==> src/rtl/victim_buffer_pkg.sv <==
package victim_buffer_pkg;
  typedef struct packed {
    logic wrEn;
    logic useIns;
  } vbStrobe_t;
endpackage

==> src/rtl/victim_buffer_dp.sv <==
module victim_buffer_dp
  import victim_buffer_pkg::*;
#(
  parameter int ENTRIES = 8,
  parameter int ADDR_W  = 26,
  parameter int DATA_W  = 256
) (
  input  logic                clk,
  input  logic                rstN,
  input  logic [ADDR_W-1:0]   insAddr,
  input  logic [DATA_W-1:0]   insData,
  input  logic [ADDR_W-1:0]   lookAddr,
  input  vbStrobe_t           strobe,
  input  logic [ENTRIES-1:0]  wrSlot,
  input  logic [ENTRIES-1:0]  clrMask,
  output logic [ENTRIES-1:0]  matchLook,
  output logic [ENTRIES-1:0]  matchIns,
  output logic                sameAddr,
  output logic [ENTRIES-1:0]  validVec,
  output logic [DATA_W-1:0]   lookData
);
  logic [ADDR_W-1:0] addrQ [ENTRIES];
  logic [DATA_W-1:0] dataQ [ENTRIES];
  logic [ENTRIES-1:0] validQ;
  logic [DATA_W-1:0] storedData;

  assign validVec = validQ;
  assign sameAddr = (insAddr == lookAddr);

  genvar g;
  generate
    for (g = 0; g < ENTRIES; g++) begin : gSlot
      assign matchLook[g] = validQ[g] && (addrQ[g] == lookAddr);
      assign matchIns[g]  = validQ[g] && (addrQ[g] == insAddr);

      always_ff @(posedge clk) begin
        if (!rstN) begin
          validQ[g] <= 1'b0;
        end else if (strobe.wrEn && wrSlot[g]) begin
          validQ[g] <= 1'b1;
        end else if (clrMask[g]) begin
          validQ[g] <= 1'b0;
        end
      end

      always_ff @(posedge clk) begin
        if (strobe.wrEn && wrSlot[g]) begin
          addrQ[g] <= insAddr;
          dataQ[g] <= insData;
        end
      end
    end
  endgenerate

  always_comb begin
    storedData = '0;
    for (int i = 0; i < ENTRIES; i++) begin
      if (matchLook[i]) storedData = storedData | dataQ[i];
    end
  end

  assign lookData = strobe.useIns ? insData : storedData;

  assert_single_match_R10: assert property (@(posedge clk) disable iff (!rstN)
    $onehot0(matchLook));

  assert_taken_slot_freed_R4: assert property (@(posedge clk) disable iff (!rstN)
    (|clrMask && !strobe.wrEn) |=> ((validQ & $past(clrMask)) == '0));

  assert_written_slot_valid_R2: assert property (@(posedge clk) disable iff (!rstN)
    strobe.wrEn |=> ((validQ & $past(wrSlot)) == $past(wrSlot)));

  assert_one_loss_per_cycle_R7: assert property (@(posedge clk) disable iff (!rstN)
    !strobe.wrEn |=> ($countones(validQ) <= $countones($past(validQ))));
endmodule

==> src/rtl/victim_buffer_ctrl.sv <==
module victim_buffer_ctrl
  import victim_buffer_pkg::*;
#(
  parameter int ENTRIES = 8
) (
  input  logic               clk,
  input  logic               rstN,
  input  logic               insValid,
  input  logic               lookValid,
  input  logic               swapTake,
  input  logic [ENTRIES-1:0] matchLook,
  input  logic [ENTRIES-1:0] matchIns,
  input  logic               sameAddr,
  input  logic [ENTRIES-1:0] validVec,
  output vbStrobe_t          strobe,
  output logic [ENTRIES-1:0] wrSlot,
  output logic [ENTRIES-1:0] clrMask,
  output logic               lookHit,
  output logic               lookMiss
);
  // olderQ[i][j] set: slot i was written before slot j
  logic [ENTRIES-1:0] olderQ [ENTRIES];
  logic [ENTRIES-1:0] isOldest;
  logic [ENTRIES-1:0] freeSlot;
  logic               freeFound;
  logic               bypass;
  logic               take;

  assign bypass   = insValid && lookValid && sameAddr;
  assign lookHit  = lookValid && (bypass || (|matchLook));
  assign lookMiss = lookValid && !lookHit;
  assign take     = swapTake && lookHit;

  assign strobe.useIns = bypass;
  assign strobe.wrEn   = insValid && !(take && bypass);
  assign clrMask       = take ? matchLook : '0;

  always_comb begin
    freeSlot  = '0;
    freeFound = 1'b0;
    for (int i = 0; i < ENTRIES; i++) begin
      if (!validVec[i] && !freeFound) begin
        freeSlot[i] = 1'b1;
        freeFound   = 1'b1;
      end
    end
  end

  always_comb begin
    for (int i = 0; i < ENTRIES; i++) begin
      isOldest[i] = validVec[i];
      for (int j = 0; j < ENTRIES; j++) begin
        if (j != i && validVec[j] && !olderQ[i][j]) isOldest[i] = 1'b0;
      end
    end
  end

  assign wrSlot = (|matchIns) ? matchIns : (freeFound ? freeSlot : isOldest);

  always_ff @(posedge clk) begin
    if (!rstN) begin
      for (int i = 0; i < ENTRIES; i++) olderQ[i] <= '0;
    end else if (strobe.wrEn) begin
      for (int i = 0; i < ENTRIES; i++) begin
        for (int j = 0; j < ENTRIES; j++) begin
          if (wrSlot[i])      olderQ[i][j] <= 1'b0;
          else if (wrSlot[j]) olderQ[i][j] <= 1'b1;
        end
      end
    end
  end

  assert_slot_onehot_R6: assert property (@(posedge clk) disable iff (!rstN)
    strobe.wrEn |-> $onehot(wrSlot));

  assert_idle_quiet_R3: assert property (@(posedge clk) disable iff (!rstN)
    !lookValid |-> (!lookHit && !lookMiss));

  assert_ignored_take_R5: assert property (@(posedge clk) disable iff (!rstN)
    (!lookHit || !swapTake) |=> ($countones(validVec) >= $countones($past(validVec))));

  assert_no_evict_when_free_R8: assert property (@(posedge clk) disable iff (!rstN)
    (strobe.wrEn && !(&validVec) && clrMask == '0) |=>
      ($countones(validVec) >= $countones($past(validVec))));
endmodule

==> src/rtl/victim_buffer.sv <==
module victim_buffer
  import victim_buffer_pkg::*;
#(
  parameter int ENTRIES = 8,
  parameter int ADDR_W  = 26,
  parameter int DATA_W  = 256
) (
  input  logic              clk,
  input  logic              rstN,
  input  logic              insValid,
  input  logic [ADDR_W-1:0] insAddr,
  input  logic [DATA_W-1:0] insData,
  input  logic              lookValid,
  input  logic [ADDR_W-1:0] lookAddr,
  input  logic              swapTake,
  output logic              lookHit,
  output logic              lookMiss,
  output logic [DATA_W-1:0] lookData
);
  vbStrobe_t          strobe;
  logic [ENTRIES-1:0] wrSlot;
  logic [ENTRIES-1:0] clrMask;
  logic [ENTRIES-1:0] matchLook;
  logic [ENTRIES-1:0] matchIns;
  logic [ENTRIES-1:0] validVec;
  logic               sameAddr;

  victim_buffer_ctrl #(.ENTRIES(ENTRIES)) uCtrl (
    .clk(clk), .rstN(rstN), .insValid(insValid), .lookValid(lookValid),
    .swapTake(swapTake), .matchLook(matchLook), .matchIns(matchIns),
    .sameAddr(sameAddr), .validVec(validVec), .strobe(strobe),
    .wrSlot(wrSlot), .clrMask(clrMask), .lookHit(lookHit), .lookMiss(lookMiss)
  );

  victim_buffer_dp #(.ENTRIES(ENTRIES), .ADDR_W(ADDR_W), .DATA_W(DATA_W)) uDp (
    .clk(clk), .rstN(rstN), .insAddr(insAddr), .insData(insData),
    .lookAddr(lookAddr), .strobe(strobe), .wrSlot(wrSlot), .clrMask(clrMask),
    .matchLook(matchLook), .matchIns(matchIns), .sameAddr(sameAddr),
    .validVec(validVec), .lookData(lookData)
  );

  assert_same_cycle_visible_R9: assert property (@(posedge clk) disable iff (!rstN)
    (lookValid && insValid && lookAddr == insAddr) |-> (lookHit && lookData == insData));
endmodule

==> config.mk <==
export PLATFORM = sky130hd
export DESIGN_NAME = victim_buffer
export DESIGN_NICKNAME = d
export VERILOG_FILES = /design/src/rtl/victim_buffer_pkg.sv /design/src/rtl/victim_buffer_dp.sv /design/src/rtl/victim_buffer_ctrl.sv /design/src/rtl/victim_buffer.sv
export SDC_FILE = /design/constraint.sdc
export NUM_CORES = 2
export LEC_CHECK = 0
export ABC_CLOCK_PERIOD_IN_PS = 11500
export BUFFER_PORTS_ARGS = -buffer_cell sky130_fd_sc_hd__buf_2
export CELL_PAD_IN_SITES_DETAIL_PLACEMENT = 1
export CELL_PAD_IN_SITES_GLOBAL_PLACEMENT = 1
export CORE_AREA = 3 3 420 422
export DETAILED_ROUTE_END_ITERATION = 8
export DIE_AREA = 0 0 423 425
export HOLD_SLACK_MARGIN = 0.15
export MAX_ROUTING_LAYER = met4
export PLACE_DENSITY_LB_ADDON = 0.1
export SLEW_MARGIN = 20
export SYNTH_ARGS = -nofsm -noshare
export SYNTH_HDL_FRONTEND = slang
export SYNTH_SLANG_ARGS = --single-unit
==> constraint.sdc <==
create_clock -name clk -period 11.5 [get_ports clk]
set_input_delay 2.3 -clock clk [delete_from_list [all_inputs] [get_ports clk]]
set_output_delay 2.3 -clock clk [all_outputs]
set_load 0.03 [all_outputs]
; ---- Word level (Yosys, flattened, before mapping)
; Memory sizes are Yosys's and may differ from the RTL's.
; Index checks and enable logic that the tools add are counted.
[word_totals]
inputBits = 313
wordCells = 823
ram_bits = 2320
reg_bits = 8
memories = 3
[classes]
mux = 492
bitwise = 127
reduce_logical = 176
n_eq_ne = 17
[mem_list]
columns = memory, depth, width, read_ports, rd_clocked_by_memory_dff, wr, line_no
row1 = uDp.dataQ, 8, 256, 8, 0, 8, victim_buffer_dp.sv:23  ; logic [DATA_W-1:0] dataQ [ENTRIES];
row2 = uDp.addrQ, 8, 26, 8, 0, 8, victim_buffer_dp.sv:22  ; logic [ADDR_W-1:0] addrQ [ENTRIES];
row3 = uCtrl.olderQ, 8, 8, 8, 0, 8, victim_buffer_ctrl.sv:22  ; logic [ENTRIES-1:0] olderQ [ENTRIES];
[ops]
columns = op, n
row1 = 256-bit two-way mux, 9
row2 = 256-bit OR, 7
row3 = 1-bit two-way mux, 480
row4 = 26-bit equality test, 17
row5 = 1-bit OR, 120
row6 = 1-bit logical AND, 94
row7 = 1-bit zero test, 71
row8 = 8-bit two-way mux, 3
row9 = 2-bit nonzero test, 8
row10 = 8-bit OR reduction, 2
row11 = 1-bit logical OR, 1

; ---- Logic depth before layout (Yosys ltp)
[logic_depth]
word_depth = 29
depth_mapped = 11

; ---- By module
; From an unflattened synthesis, not the netlist that was laid out.
[unflattened]
hier_cells = 6443
hier_area_um2 = 93938.8
[modules_own_cells]
columns = module, seq_area_each_um2, area_per_inst_um2, cells_each, n_inst
row1 = victim_buffer_dp, 67905.1, 90894.7, 6123, 1
row2 = victim_buffer_ctrl, 1681.6, 3044.2, 320, 1

; ---- Least setup slack after synthesis
; Ideal clock, no wire load.
[synth_timing]
path_type = input to register
startpoint = in insAddr[14]
endpoint = mem uDp.addrQ[3][22] (netlist: uDp.addrQ[0][100]) (enable)
setup_slack_ns = 1.286
t_arrival_ns = 9.581
setup_time_ns = 0.633
stages = 10
t_required_ns = 10.867
cell_sequence = buf_2 xor2_1 or4_1 and4bb_2 nand4_2 nand4_1 or4_1 o21a_1 buf_2 inv_1
[synth_rtl]
columns = element, line_no
row1 = start: declaration, victim_buffer.sv:11  ; input logic [ADDR_W-1:0] insAddr,
row2 = end: declaration, victim_buffer_dp.sv:22

; ---- Final worst setup path
[layout_timing]
startpoint = in insAddr[14]
endpoint = out lookData[16]
[layout_via]
elab_chain_len = 3
[layout_rtl]
columns = element, line_no
row1 = 26-bit equality test, victim_buffer_dp.sv:28  ; assign sameAddr = (insAddr == lookAddr);
row2 = 1-bit logical AND, victim_buffer_ctrl.sv:29  ; assign bypass = insValid && lookValid && sameAddr;
row3 = 256-bit two-way mux, victim_buffer_dp.sv:62  ; assign lookData = strobe.useIns ? insData : storedData;
row4 = end: declaration, victim_buffer.sv:18  ; output logic [DATA_W-1:0] lookData
; Every way passes these cells.

==> flow_summary_export.csv <==
group,metric,value,unit
clocking,cts_max_path_buffers,3,
setup_path,crit_fanout,199,
floorplan,die_w,423,µm
setup_path,cp_data_arrival_time,7.16,ns
setup_path,end_kind,"primary output",
job,max_cap_viol_count,0,
setup_path,crit_required,9.20,ns
timing,fmax,106,MHz
yosys,ys.flop_type,"edfxtp_1",
grt,grt.overflow.total,0,
clocking,htree_levels,4,
yosys,syn-num-nets,5467,
cells_and_area,final_common_cell,"edfxtp_1",
placed_design,io_buffers,570,
clocking,clkLatencyLatePin,0.86,ns
drt,via_per_inst,6.48,
timing,rsz0062_at_grt,"no",
outcome,status,"finished clean",
timing,hold_viol_final,0,
drt,drtAntennaViolNets,0,
floorplan,core_area,173000,µm²
drt,finalWirelength,271000,µm
clocking,ctsHoldBuffers,0,
yosys,syn_area,89700,µm²
floorplan,dieArea,180000,µm²
yosys,synth_top_area_cell,"edfxtp_1",
yosys,ys_ff_latch,2320,
timing,relSlewSlack,20.1,%
setup_path,cp-start-kind,"input pin",
cells_and_area,post-route-util,58.9,%
placed_design,gp_congestion,0.951,
yosys,async_flop_share,0,%
clocking,cts_root_buf,"clkbuf_16",
timing,slew_viol_final,0,
drt,vias,53372,
yosys,synth_edf_count,2312,
setup_path,crit_type,"input pin to primary output",
cells_and_area,final_nets,5982,
yosys,synth-seq-area-share,77.5,%
drt,first_pass_iters,5,
timing,period_share,82.3,%
timing,post-route-min-period,9.46,ns
clocking,cts_buffers,230,
setup_path,r2r_slack,6.41,ns
pwr,max-vdd-ir-drop,0.150,mV
grt,antenna_found_initial,86,
timing,setup_viol,0,
grt,grt_max_degree,200,
timing,tightest_slew,1.20,ns
worst_hold_path,hold_path_class,"flop to flop",
floorplan,io_pins,571,
drt,drcViolationCount,0,
yosys,synthDistinctLibCells,47,
yosys,synth_area_per_cell,17.4,µm²
floorplan,initial_utilization,51.7,%
yosys,yosys_warnings,0,
timing,worst_slack,2.04,ns
grt,grt_use_total,30.6,%
timing,setup_tns,0,ns
yosys,synth_top_area_share,77.4,%
grt,grt_pass1_wl,392000,µm
pwr,p_per_area,169,nW/µm²
floorplan,die_h,425,µm
cells_and_area,syn2layout_area_growth,13.9,%
timing,finClkSkew,0.0308,ns
clocking,cts.clk_slew.worst_paths,0.06,ns
clocking,post_cts_buffers,0,
drt,drt_iter0_drc,5099,
placed_design,dp_hpwl,150000,µm
clocking,cts_tree,"done",
yosys,synthCells,5154,
clocking,clock-sinks,2320,
pwr,power_leakage,33.2,nW
grt,grt_pass1_vias,54802,
drt,detail_route.wl_per_cell,32.9,µm
floorplan,fp-row-count,153,
placed_design,post-place-ws,2.34,ns
clocking,post_cts_resized,0,
cells_and_area,layout-drive-gt1-share,17.0,%
cells_and_area,final_cell_mix,"edfxtp_1 (2312), buf_2 (570), a22o_1 (512), a221oi_1 (512), nor2_1 (343)",
yosys,synth.area.top_cells,"edfxtp_1 (77%), a221oi_1 (5.0%), a22o_1 (5.0%), xnor2_1 (2.8%), a31oi_1 (1.8%)",
-- sequential cells by signal (all words and copies together), names as in the netlist --
name          flops
uCtrl.olderQ     56
uDp.dataQ      2048
uDp.addrQ       208
uDp.validVec      8
-- worst max-delay path, stage by stage --
cell and delay, ns:
buf_2 0.47, xnor2_1 0.23, nand4_1 0.24, nor4_1 0.88, nand3_4 0.75, buf_12 0.51
buf_4 0.62, a31oi_1 0.51, buf_2 0.30
-- synthesized netlist by cell type, types with 4 or more instances --
library cell / number
clkbuf_1: 145
edfxtp_1: 2312
buf_6: 5
or4_1: 17
nand3_1: 31
xnor2_1: 292
a22o_1: 512
a221oi_1: 512
nand2_1: 19
dfxtp_1: 8
buf_2: 178
nor4_2: 5
a31oi_1: 256
nor2_1: 343
xor2_1: 150
inv_1: 16
and3b_1: 11
a21oi_1: 8
buf_1: 14
o211ai_1: 52
buf_4: 32
o31ai_1: 7
nand4_1: 131
nor4_1: 42
nor3_1: 10
o211ai_2: 5
o21a_1: 4
o22ai_1: 6
-- report_power, final --
part,internal [mW],switching (mW)
logic,0.121,0.381
clock network,4.14,3.17
registers,9.45,0.0425
total,13.7,3.59
-- logic make-up after synthesis --
group           count (synthesis)  synth area share (%)
compound gates               1375                  12.6
simple gates                  627                  3.47
xor+xnor                      442                  4.31
buf+inv                       390                  2.06
flops                        2320                  77.5
-- metrics by stage --
| step | power (mW) | hold slack (ns) | instance area [µm²] | cells |
|---|---|---|---|---|
| floorplan | 9.89 | 0.496 | 89700 | 5154 |
| global placement | 10.1 | 0.593 | 94800 | 7761 |
| detailed placement | 10.2 | 0.608 | 94800 | 7762 |
| CTS | 17.4 | 0.617 | 102000 | 8187 |
| global route | 17.8 | 0.639 | 102000 | 8240 |
| finish | 17.3 | 0.613 | 102000 | 8240 |
-- metal layers --
metal | vias up | track usage (%) | share of wire [%]
li1 | 22519 | - | -
met1 | 28197 | 39.2 | 40
met2 | 2104 | 48.2 | 49
met3 | 552 | 5.31 | 6.5
met4 | 0 | 13.7 | 4.9
met5 | - | - | 0
-- path summary, 6_finish.rpt --
kind | startpoint | to | depth (start not counted)
setup / recovery | insAddr[14] | lookData[16] | 9
setup reg to reg | uDp.addrQ[1][17]$_DFFE_PP_ | uDp.dataQ[1][218]$_DFFE_PP_ | 9
hold reg to reg | uDp.validVec[5]$_SDFFE_PN0P_ | uDp.validVec[5]$_SDFFE_PN0P_ | 2
hold / removal | uDp.validVec[5]$_SDFFE_PN0P_ | uDp.validVec[5]$_SDFFE_PN0P_ | 2
-- cell type report --
cell class | instances | area (µm²)
Fill cell | 15460 | 71200
Sequential cell | 2320 | 69600
Multi-Input combinational cell | 2444 | 18400
Clock buffer | 291 | 6120
Timing Repair Buffer | 657 | 3850
Tap cell | 2325 | 2910
Clock inverter | 134 | 1130
Antenna cell | 53 | 133
Inverter | 16 | 120
No activity file was read; power rests on OpenSTA's default activity.
